--- config.mk ---
export PLATFORM = sky130hd
export DESIGN_NAME = desc_ptr_queue
export DESIGN_NICKNAME = d
export VERILOG_FILES = /design/src/rtl/dpq_pkg.sv /design/src/rtl/dpq_enq_decode.sv /design/src/rtl/dpq_fifo.sv /design/src/rtl/dpq_fetch_ctrl.sv /design/src/rtl/desc_ptr_queue.sv
export SDC_FILE = /design/constraint.sdc
export NUM_CORES = 1
export LEC_CHECK = 0
export ABC_CLOCK_PERIOD_IN_PS = 4200
export BUFFER_PORTS_ARGS = -buffer_cell sky130_fd_sc_hd__buf_2
export CAP_MARGIN = 5
export CORE_ASPECT_RATIO = 1.1
export CORE_MARGIN = 5
export CORE_UTILIZATION = 55
export DETAILED_ROUTE_END_ITERATION = 8
export PLACE_DENSITY_LB_ADDON = 0.08
export SLEW_MARGIN = 40
export SYNTH_ARGS = -nofsm -noshare
export SYNTH_HDL_FRONTEND = slang
export SYNTH_HIERARCHICAL = 1
export SYNTH_SLANG_ARGS = --single-unit
export TNS_END_PERCENT = 100
--- constraint.sdc ---
create_clock -name clk -period 4.2 [get_ports clk]
set_clock_uncertainty 0.1 [all_clocks]
set_input_delay 0.42 -clock clk [delete_from_list [all_inputs] [get_ports clk]]
set_output_delay 0.42 -clock clk [all_outputs]
set_load 0.01 [all_outputs]
--- src/rtl/dpq_pkg.sv ---
package dpq_pkg;
  typedef enum logic [1:0] {
    FS_IDLE = 2'd0,
    FS_REQ  = 2'd1,
    FS_WAIT = 2'd2,
    FS_BUSY = 2'd3
  } fetch_state_e;
endpackage

--- src/rtl/dpq_enq_decode.sv ---
module dpq_enq_decode #(
  parameter int WORD_W  = 64,
  parameter int ADDR_W  = 32,
  parameter int EXT_W   = 4,
  parameter int EXT_LSB = 32
) (
  input  logic                    wr_i,
  input  logic [WORD_W-1:0]       word_i,
  input  logic                    ext_en_i,
  output logic                    push_o,
  output logic [ADDR_W+EXT_W-1:0] ptr_o
);
  localparam int PTR_W = ADDR_W + EXT_W;
  localparam logic [WORD_W-1:0] FIELD_MASK =
    (WORD_W'({EXT_W{1'b1}}) << EXT_LSB) | WORD_W'({ADDR_W{1'b1}});

  // Widen a raw address with the optional extension nibble.
  function automatic logic [PTR_W-1:0] form_ptr(
    input logic [EXT_W-1:0]  ext,
    input logic [ADDR_W-1:0] addr,
    input logic              en
  );
    return {(en ? ext : {EXT_W{1'b0}}), addr};
  endfunction

  logic [EXT_W-1:0]  ext_field;
  logic [ADDR_W-1:0] addr_field;
  logic              unused_rsvd;

  assign ext_field   = word_i[EXT_LSB +: EXT_W];
  assign addr_field  = word_i[ADDR_W-1:0];
  assign unused_rsvd = ^(word_i & ~FIELD_MASK);
  assign push_o      = wr_i;
  assign ptr_o       = form_ptr(ext_field, addr_field, ext_en_i);
endmodule

--- src/rtl/dpq_fifo.sv ---
module dpq_fifo #(
  parameter int DEPTH  = 24,
  parameter int DATA_W = 36,
  parameter int CNT_W  = 5
) (
  input  logic              clk,
  input  logic              rst_n,
  input  logic              push_i,
  input  logic [DATA_W-1:0] data_i,
  input  logic              pop_i,
  input  logic              ovf_clr_i,
  output logic [DATA_W-1:0] head_o,
  output logic [CNT_W-1:0]  count_o,
  output logic              empty_o,
  output logic              full_o,
  output logic              ovf_o
);
  localparam int IDX_W = (DEPTH > 1) ? $clog2(DEPTH) : 1;

  function automatic logic [IDX_W-1:0] bump(input logic [IDX_W-1:0] i);
    if (i == IDX_W'(DEPTH - 1)) return '0;
    return i + 1'b1;
  endfunction

  logic [DATA_W-1:0] mem [DEPTH];
  logic [IDX_W-1:0]  wr_idx, rd_idx;
  logic [CNT_W-1:0]  count_q;
  logic              ovf_q;
  logic              accept_w, drop_w, pop_w;

  assign empty_o  = (count_q == '0);
  assign full_o   = (count_q == CNT_W'(DEPTH));
  assign pop_w    = pop_i && !empty_o;
  assign accept_w = push_i && (!full_o || pop_w);
  assign drop_w   = push_i && full_o && !pop_w;
  assign head_o   = mem[rd_idx];
  assign count_o  = count_q;
  assign ovf_o    = ovf_q;

  always_ff @(posedge clk) begin
    if (accept_w) mem[wr_idx] <= data_i;
  end

  always_ff @(posedge clk) begin
    if (!rst_n) begin
      wr_idx  <= '0;
      rd_idx  <= '0;
      count_q <= '0;
      ovf_q   <= 1'b0;
    end else begin
      if (accept_w) wr_idx <= bump(wr_idx);
      if (pop_w)    rd_idx <= bump(rd_idx);
      count_q <= count_q + CNT_W'(accept_w) - CNT_W'(pop_w);
      if (drop_w)         ovf_q <= 1'b1;
      else if (ovf_clr_i) ovf_q <= 1'b0;
    end
  end


  count_bound_chk: assert property (@(posedge clk) disable iff (!rst_n)
    count_q <= CNT_W'(DEPTH));


  no_overflow_chk: assert property (@(posedge clk) disable iff (!rst_n)
    (push_i && full_o && !pop_i) |=> (count_q == $past(count_q)) && ovf_q);


  full_swap_chk: assert property (@(posedge clk) disable iff (!rst_n)
    (push_i && pop_i && full_o) |=> full_o);


  no_underflow_chk: assert property (@(posedge clk) disable iff (!rst_n)
    pop_i |-> !empty_o);
endmodule

--- src/rtl/dpq_fetch_ctrl.sv ---
module dpq_fetch_ctrl
  import dpq_pkg::*;
#(
  parameter int PTR_W = 36
) (
  input  logic             clk,
  input  logic             rst_n,
  input  logic             q_empty_i,
  input  logic [PTR_W-1:0] q_head_i,
  input  logic             proc_done_i,
  input  logic             req_ready_i,
  input  logic             fetch_done_i,
  output logic             pop_o,
  output logic             req_valid_o,
  output logic [PTR_W-1:0] req_addr_o,
  output logic [PTR_W-1:0] cur_ptr_o
);
  fetch_state_e     state_q, state_d;
  logic [PTR_W-1:0] pend_q, cur_q;
  logic             launch_w, hs_fire_w, commit_w;

  assign launch_w  = !q_empty_i &&
                     ((state_q == FS_IDLE) || (state_q == FS_BUSY && proc_done_i));
  assign hs_fire_w = (state_q == FS_REQ) && req_ready_i;
  assign commit_w  = (state_q == FS_WAIT) && fetch_done_i;

  always_comb begin
    state_d = state_q;
    unique case (state_q)
      FS_IDLE: if (launch_w)    state_d = FS_REQ;
      FS_REQ:  if (hs_fire_w)   state_d = FS_WAIT;
      FS_WAIT: if (commit_w)    state_d = FS_BUSY;
      FS_BUSY: if (proc_done_i) state_d = launch_w ? FS_REQ : FS_IDLE;
      default:                  state_d = FS_IDLE;
    endcase
  end

  always_ff @(posedge clk) begin
    if (!rst_n) begin
      state_q <= FS_IDLE;
      pend_q  <= '0;
      cur_q   <= '0;
    end else begin
      state_q <= state_d;
      if (launch_w) pend_q <= q_head_i;
      if (commit_w) cur_q  <= pend_q;
    end
  end

  assign pop_o       = launch_w;
  assign req_valid_o = (state_q == FS_REQ);
  assign req_addr_o  = pend_q;
  assign cur_ptr_o   = cur_q;


  req_hold_chk: assert property (@(posedge clk) disable iff (!rst_n)
    (req_valid_o && !req_ready_i) |=> (req_valid_o && $stable(req_addr_o)));


  single_outstanding_chk: assert property (@(posedge clk) disable iff (!rst_n)
    (req_valid_o && req_ready_i) |=> !req_valid_o);


  cur_commit_chk: assert property (@(posedge clk) disable iff (!rst_n)
    !$stable(cur_ptr_o) |-> $past(fetch_done_i));
endmodule

--- src/rtl/desc_ptr_queue.sv ---
module desc_ptr_queue #(
  parameter int DEPTH   = 24,
  parameter int WORD_W  = 64,
  parameter int ADDR_W  = 32,
  parameter int EXT_W   = 4,
  parameter int EXT_LSB = 32,
  localparam int PTR_W  = ADDR_W + EXT_W,
  localparam int CNT_W  = $clog2(DEPTH + 1)
) (
  input  logic              clk,
  input  logic              rst_n,
  input  logic              enq_wr_i,
  input  logic [WORD_W-1:0] enq_word_i,
  input  logic              ext_en_i,
  input  logic              ovf_clr_i,
  input  logic              proc_done_i,
  output logic              fetch_req_valid_o,
  input  logic              fetch_req_ready_i,
  output logic [PTR_W-1:0]  fetch_req_addr_o,
  input  logic              fetch_done_i,
  input  logic              hdr_wb_en_i,
  output logic [PTR_W-1:0]  cur_ptr_o,
  output logic [PTR_W-1:0]  wb_addr_o,
  output logic [CNT_W-1:0]  q_count_o,
  output logic              q_empty_o,
  output logic              q_full_o,
  output logic              q_ovf_o
);
  logic             push_w, pop_w;
  logic [PTR_W-1:0] push_ptr_w, head_w;

  dpq_enq_decode #(
    .WORD_W(WORD_W), .ADDR_W(ADDR_W), .EXT_W(EXT_W), .EXT_LSB(EXT_LSB)
  ) u_dec (
    .wr_i(enq_wr_i), .word_i(enq_word_i), .ext_en_i(ext_en_i),
    .push_o(push_w), .ptr_o(push_ptr_w)
  );

  dpq_fifo #(.DEPTH(DEPTH), .DATA_W(PTR_W), .CNT_W(CNT_W)) u_fifo (
    .clk(clk), .rst_n(rst_n),
    .push_i(push_w), .data_i(push_ptr_w), .pop_i(pop_w), .ovf_clr_i(ovf_clr_i),
    .head_o(head_w), .count_o(q_count_o), .empty_o(q_empty_o),
    .full_o(q_full_o), .ovf_o(q_ovf_o)
  );

  dpq_fetch_ctrl #(.PTR_W(PTR_W)) u_ctrl (
    .clk(clk), .rst_n(rst_n),
    .q_empty_i(q_empty_o), .q_head_i(head_w), .proc_done_i(proc_done_i),
    .req_ready_i(fetch_req_ready_i), .fetch_done_i(fetch_done_i),
    .pop_o(pop_w), .req_valid_o(fetch_req_valid_o),
    .req_addr_o(fetch_req_addr_o), .cur_ptr_o(cur_ptr_o)
  );

  assign wb_addr_o = hdr_wb_en_i ? cur_ptr_o : '0;


  reset_state_chk: assert property (@(posedge clk)
    !rst_n |=> (q_count_o == '0) && !fetch_req_valid_o && (cur_ptr_o == '0) && !q_ovf_o);
endmodule

Word-level counts from Yosys, hierarchy flattened
Memories as Yosys holds them, arrays and structs flattened. A register that Yosys moved wholly into a read port is not among the register bits.
Index checks and enable logic that the tools add are counted.

word-level totals
  register bits after elaboration = 54
  latch bits = 0
  RAM bits = 864
  bits in read-only memories = 0
  output and inout bits = 117
  memories kept = 1

operators by class
  add/sub/neg operators = 4
  $mul = 0
  div/mod/pow operators = 0
  $lt $le $gt $ge = 0
  eq/ne operators = 10
  shift operators = 0
  mux-type cells = 22
  bitwise operators = 0
  reduce and logical (&&, ||, !) cells = 18

memories
  name        words  width  read ports  clocked after memory_dff  write ports  RTL line        RTL
  u_fifo.mem  24     36     1           1                         1            dpq_fifo.sv:25  logic [DATA_W-1:0] mem [DEPTH];

operator list
  operator               number
  $mux W36               1
  $mux W5                4
  $eq A5 B5 Y1 const B   3
  $mux W1                11
  $add A5 B1 Y5 const B  2
  $logic_and A1 B1 Y1    8
  $mux W2                4
  $pmux W2 S4            1
  $ne A2 B1 Y1 const B   3
  $add A5 B1 Y5          1
  $logic_not A5 Y1       1
  $sub A5 B1 Y5          1
  $eq A2 B2 Y1 const B   2
  $logic_not A1 Y1       4
  $mux W4                1
  $reduce_and A4 Y1      1
  $eq A2 B1 Y1 const B   1
  $logic_not A2 Y1       1
  $logic_or A1 B1 Y1     2
  $ne A2 B2 Y1 const B   1
  $reduce_bool A2 Y1     1

Longest topological paths before layout
  depth in word-level cells = 10
  depth in mapped cells = 19

Hierarchy
The synthesis kept the hierarchy.

by module, submodules not included
  module          times used  cells each  area each (µm²)
  dpq_fifo        1           1,657       34,151.5
  dpq_fetch_ctrl  1           336         2,991.6
  desc_ptr_queue  1           39          285.3
  dpq_enq_decode  1           37          272.8

Least setup slack after synthesis
OpenSTA, ideal clock, no wires.

  kind = reg-to-reg
  start = register u_fifo.count_q[3], in the netlist u_fifo/count_o[3]
  end = memory u_fifo.mem[21][0], enable pin
  setup time = 0.429 ns
  data arrival time = 3.985 ns
  path slack = -0.314 ns
  stages on the path, launching flop included = 14
  buffers on the path = 4
  cells stage by stage = dfxtp_1 -> inv_1 -> ha_1 -> or4b_2 -> clkbuf_1 -> inv_1 -> or2_1 -> buf_6 -> clkinv_4 -> buf_6 -> clkbuf_1 -> o21a_1 -> nand2_1 -> nor2_1

on the way
  longest elaborated chain between the ends = 8
  elaborated cells between the ends (all ways) = 10
  those cells by class = eq/ne (1); mux (2); reduce/logical (7)

RTL lines
  element                        RTL line              RTL
  from (decl)                    dpq_fifo.sv:27        logic [CNT_W-1:0] count_q;
  from (signal assigned)         dpq_fifo.sv:53        count_q <= count_q + CNT_W'(accept_w) - CNT_W'(pop_w);
  $logic_not A5 Y1               dpq_fifo.sv:31        assign empty_o = (count_q == '0);
  net q_empty_o                  desc_ptr_queue.sv:25  output logic q_empty_o,
  $logic_not A1 Y1               dpq_fetch_ctrl.sv:22  assign launch_w = !q_empty_i &&
  $logic_and A1 B1 Y1            dpq_fetch_ctrl.sv:22
  net pop_w                      desc_ptr_queue.sv:29  logic push_w, pop_w;
  $logic_and A1 B1 Y1            dpq_fifo.sv:33        assign pop_w = pop_i && !empty_o;
  $logic_or A1 B1 Y1             dpq_fifo.sv:34        assign accept_w = push_i && (!full_o || pop_w);
  $logic_and A1 B1 Y1            dpq_fifo.sv:34
  $mux W1                        dpq_fifo.sv:41        if (accept_w) mem[wr_idx] <= data_i;
  $mux W1 (not written as such)  dpq_fifo.sv:41
  to (decl)                      dpq_fifo.sv:25

The timed path passes the listed nets, and every way through them passes these cells.

Worst setup path after layout
  start = register u_fifo.count_q[3], in the netlist u_fifo/count_o[3]
  end = memory u_fifo.mem[19][2], enable pin

on the way
  longest elaborated chain between the ends = 8
  elaborated cells between the ends (all ways) = 10
  those cells by class = eq/ne (1); mux (2); reduce/logical (7)

RTL lines
  element                        RTL line
  $logic_not A5 Y1               dpq_fifo.sv:31
  $logic_not A1 Y1               dpq_fetch_ctrl.sv:22
  $logic_and A1 B1 Y1            dpq_fetch_ctrl.sv:22
  net pop_w                      desc_ptr_queue.sv:29
  $logic_and A1 B1 Y1            dpq_fifo.sv:33
  $logic_or A1 B1 Y1             dpq_fifo.sv:34
  $logic_and A1 B1 Y1            dpq_fifo.sv:34
  $mux W1                        dpq_fifo.sv:41
  $mux W1 (not written as such)  dpq_fifo.sv:41

The timed path passes the listed nets, and every way through them passes these cells.

==> flow_metrics.env <==
export IMPL_initial_core_util=0.5559
export IMPL_relSlewSlack=0.4450
export IMPL_drt_iter0_markers=1661
export IMPL_critPathMaxStageDelay_ns=0.71
export IMPL_gp_congestion=0.8127
export IMPL_regToRegSetupSlack_ns=0.26
export IMPL_p_sw_w=0.006319
export IMPL_tns_ns=0
export IMPL_die_w_microns=259.6
export IMPL_fp_dieH_microns=284.6
export IMPL_leakage_nw=13.60
export IMPL_setup_ws_ns=0.2630
export IMPL_grt_overflow=0
export IMPL_period_share=0.9374
export IMPL_synth_avg_cell_area_sq_um=18.22
export IMPL_clk_latency_ns=0.63
export IMPL_final_area_sq_um=42250
export IMPL_syn2layout_area_growth_pct=12.06
export IMPL_switching_share=0.2728
export IMPL_holdCritPathClass="in2reg"
export IMPL_port_buffers=161
export IMPL_wl_microns=89020
export IMPL_clk_pin_slew_ns=0.06
export IMPL_worstPathRequired_ns=4.39
export IMPL_finalSetupViolCount=0
export IMPL_netlist_instances=2069
export IMPL_critPathBufInv=5
export IMPL_dp_slack_ns=0.2939
export IMPL_cts_root_buf="clkbuf_16"
export IMPL_antenna_found_initial=3
export IMPL_rsz0062_at_grt="false"
export IMPL_p_int_w=0.01684
export IMPL_hold_viol=0
export IMPL_power_density_nw_per_um2=548.2
export IMPL_ant_nets=0
export IMPL_cpMaxStageDelayCell="nor2_4"
export IMPL_cts_tree="done"
export IMPL_grt_pass1_vias=19990
export IMPL_fmax_ghz=0.2540
export IMPL_ys_seq_area_frac=0.7386
export IMPL_path_delay_family="simple AND/OR/NAND/NOR gates"
export IMPL_htree_levels=3
export IMPL_holdWs_ns=0.08030
export IMPL_synthesis_nets=2159
export IMPL_synth_cell_types=53
export IMPL_holdBufCountCts=1
export IMPL_ys_ff_latch=959
export IMPL_clkPwrFrac=0.336
export IMPL_dp_hpwl_microns=52810
export IMPL_end_kind="flip-flop"
export IMPL_drv_slew=0
export IMPL_critPathLaunchType="flip-flop"
export IMPL_io_pins=190
export IMPL_wl_per_cell_microns=27.58
export IMPL_outcome="completed"
export IMPL_viasPerCell=6.056
export IMPL_seqPwrFrac=0.474
export IMPL_route_vias_total=19550
export IMPL_placed_cell_area_sq_um=39410
export IMPL_die_area_sq_um=73890
export IMPL_drive_gt1_frac=0.2737
export IMPL_combPwrFrac=0.190
export IMPL_worstPathCellList="inv_1, ha_1, or4b_2, inv_1, or2_2, clkinv_4, buf_4, o211ai_2, nor2_4, buf_4"
export IMPL_fp_coreArea_sq_um=67820
export IMPL_postSynth_asyncResetShare=0
export IMPL_drc=0
export IMPL_ys_flop_type="edfxtp_1"
export IMPL_tightest_slew_ns=0.8324
export IMPL_grt_pass1_wl_microns=130900
export IMPL_crit_fanout=38
export IMPL_synth_warnings=6
export IMPL_max_cap_viol_count=0
export IMPL_rows=100
export IMPL_fin_crit_ns=3.937
export IMPL_clock_sinks=959
export IMPL_cts_resized=0
export IMPL_numCtsBuffers=93
export IMPL_grt_max_degree=105
export IMPL_nets=2320
export IMPL_track_usage=0.2389
export IMPL_path_class="reg2reg"
export IMPL_dr_pass1_iters=5
export IMPL_netlist_area_sq_um=37700
export IMPL_total_power_w=0.02316
export IMPL_clock_path_buffers=3
export IMPL_cts_setup_buffers=0
export IMPL_crit_arrival_ns=4.13
export IMPL_synth_edf_count=864
export IMPL_vdd_drop_max_mv=0.3515
metrics by stage:
step | util | std cells
final | 0.6230 | 3228
after floorplan | - | 2069
after global routing | 0.6230 | 3227
after global placement | 0.5811 | 3052
after detailed placement | 0.5811 | 3052
after CTS | 0.6229 | 3227
metal layers:
layer	vias up	track usage	wire, microns
li1	8449	-	-
met1	10250	0.3406	37420
met2	734	0.3877	43380
met3	113	0.04563	6341
met4	2	0.06011	1856
met5	-	0	13
cell type report:
type	count	area, sq um
Tap cell	918	1149
Clock buffer	125	2500
Fill cell	4873	25570
Timing Repair Buffer	219	1319
Multi-Input combinational cell	945	9046
Antenna cell	1	2.502
Clock inverter	49	324.1
Inverter	12	50.05
Sequential cell	959	27860
logic make-up (layout without fill, tap and decap cells):
group / after synthesis / count (layout) / share of synthesized area
other cells: 0 / 1 / 0
buf+inv: 165 / 405 / 0.02701
simple gates: 351 / 351 / 0.04344
fa+ha+maj: 17 / 17 / 0.005841
flops: 959 / 959 / 0.7386
compound gates: 243 / 243 / 0.04965
xor+xnor: 7 / 7 / 0.001626
mux: 327 / 327 / 0.1338
power by group through the flow:
| stage | clock (W) | sequential (W) | combinational [W] |
|---|---|---|---|
| 3_3_place_gp | 0 | 0.0112 | 0.00434 |
| 3_5_place_dp | 0 | 0.0112 | 0.00441 |
| 6_report | 0.00779 | 0.0110 | 0.00439 |
| 2_1_floorplan | 0 | 0.0112 | 0.00311 |
| 4_1_cts | 0.00794 | 0.0110 | 0.00442 |
| 5_1_grt | 0.00835 | 0.0110 | 0.00470 |
sequential cells by signal, indices dropped and copies added, names as in the netlist, named ones only:
| register | cells |
|---|---|
| u_fifo/rd_idx | 5 |
| u_fifo/wr_idx | 5 |
| u_ctrl/cur_ptr_o | 36 |
| u_fifo/mem | 864 |
| u_fifo/ovf_o | 1 |
| u_ctrl/state_q | 2 |
| u_ctrl/req_addr_o | 36 |
| u_fifo/count_o | 5 |
synth_stat cells, drive strengths merged (3+ instances only):
cell type | n | area share
edfxtp | 864 | 0.69
nand2 | 204 | 0.020
mux2i | 153 | 0.041
mux4 | 138 | 0.082
buf | 99 | 0.020
dfxtp | 95 | 0.050
a21boi | 75 | 0.018
o21ai | 68 | 0.0090
a221oi | 66 | 0.015
clkbuf | 54 | 0.0055
and2 | 50 | 0.0095
mux2 | 36 | 0.011
nand3 | 32 | 0.0042
nor2 | 29 | 0.0029
ha | 16 | 0.0053
nor2b | 15 | 0.0025
inv | 11 | 0.0011
a211oi | 6 | 0.0012
a22oi | 6 | 0.0012
o311ai | 6 | 0.0014
a21oi | 4 | 0.00053
nand2b | 4 | 0.00066
o211ai | 4 | 0.00093
xor2 | 4 | 0.00093
or2 | 3 | 0.00050
or3b | 3 | 0.00070
xnor2 | 3 | 0.00070
cell usage in the layout (no fill, tap or decap), types with 36 or more instances in the layout:
cell type    n
a221oi_1    66
mux2_2      36
a21boi_0    46
mux4_2     138
dfxtp_1     91
buf_2      161
buf_4       51
edfxtp_1   864
clkbuf_16   95
and2_2      42
mux2i_1    153
nand2_1    203
path summary, 6_finish.rpt:
kind | startpoint | end | cells past startpoint
max reg2reg | u_fifo/count_o[3] | u_fifo/mem[19][2] | 10
min reg2reg | u_ctrl/cur_ptr_o[3] | u_ctrl/cur_ptr_o[3] | 2
min | rst_n | u_fifo/ovf_o | 2
max | u_fifo/count_o[3] | u_fifo/mem[19][2] | 10
Power figures use the tool's default switching activity.
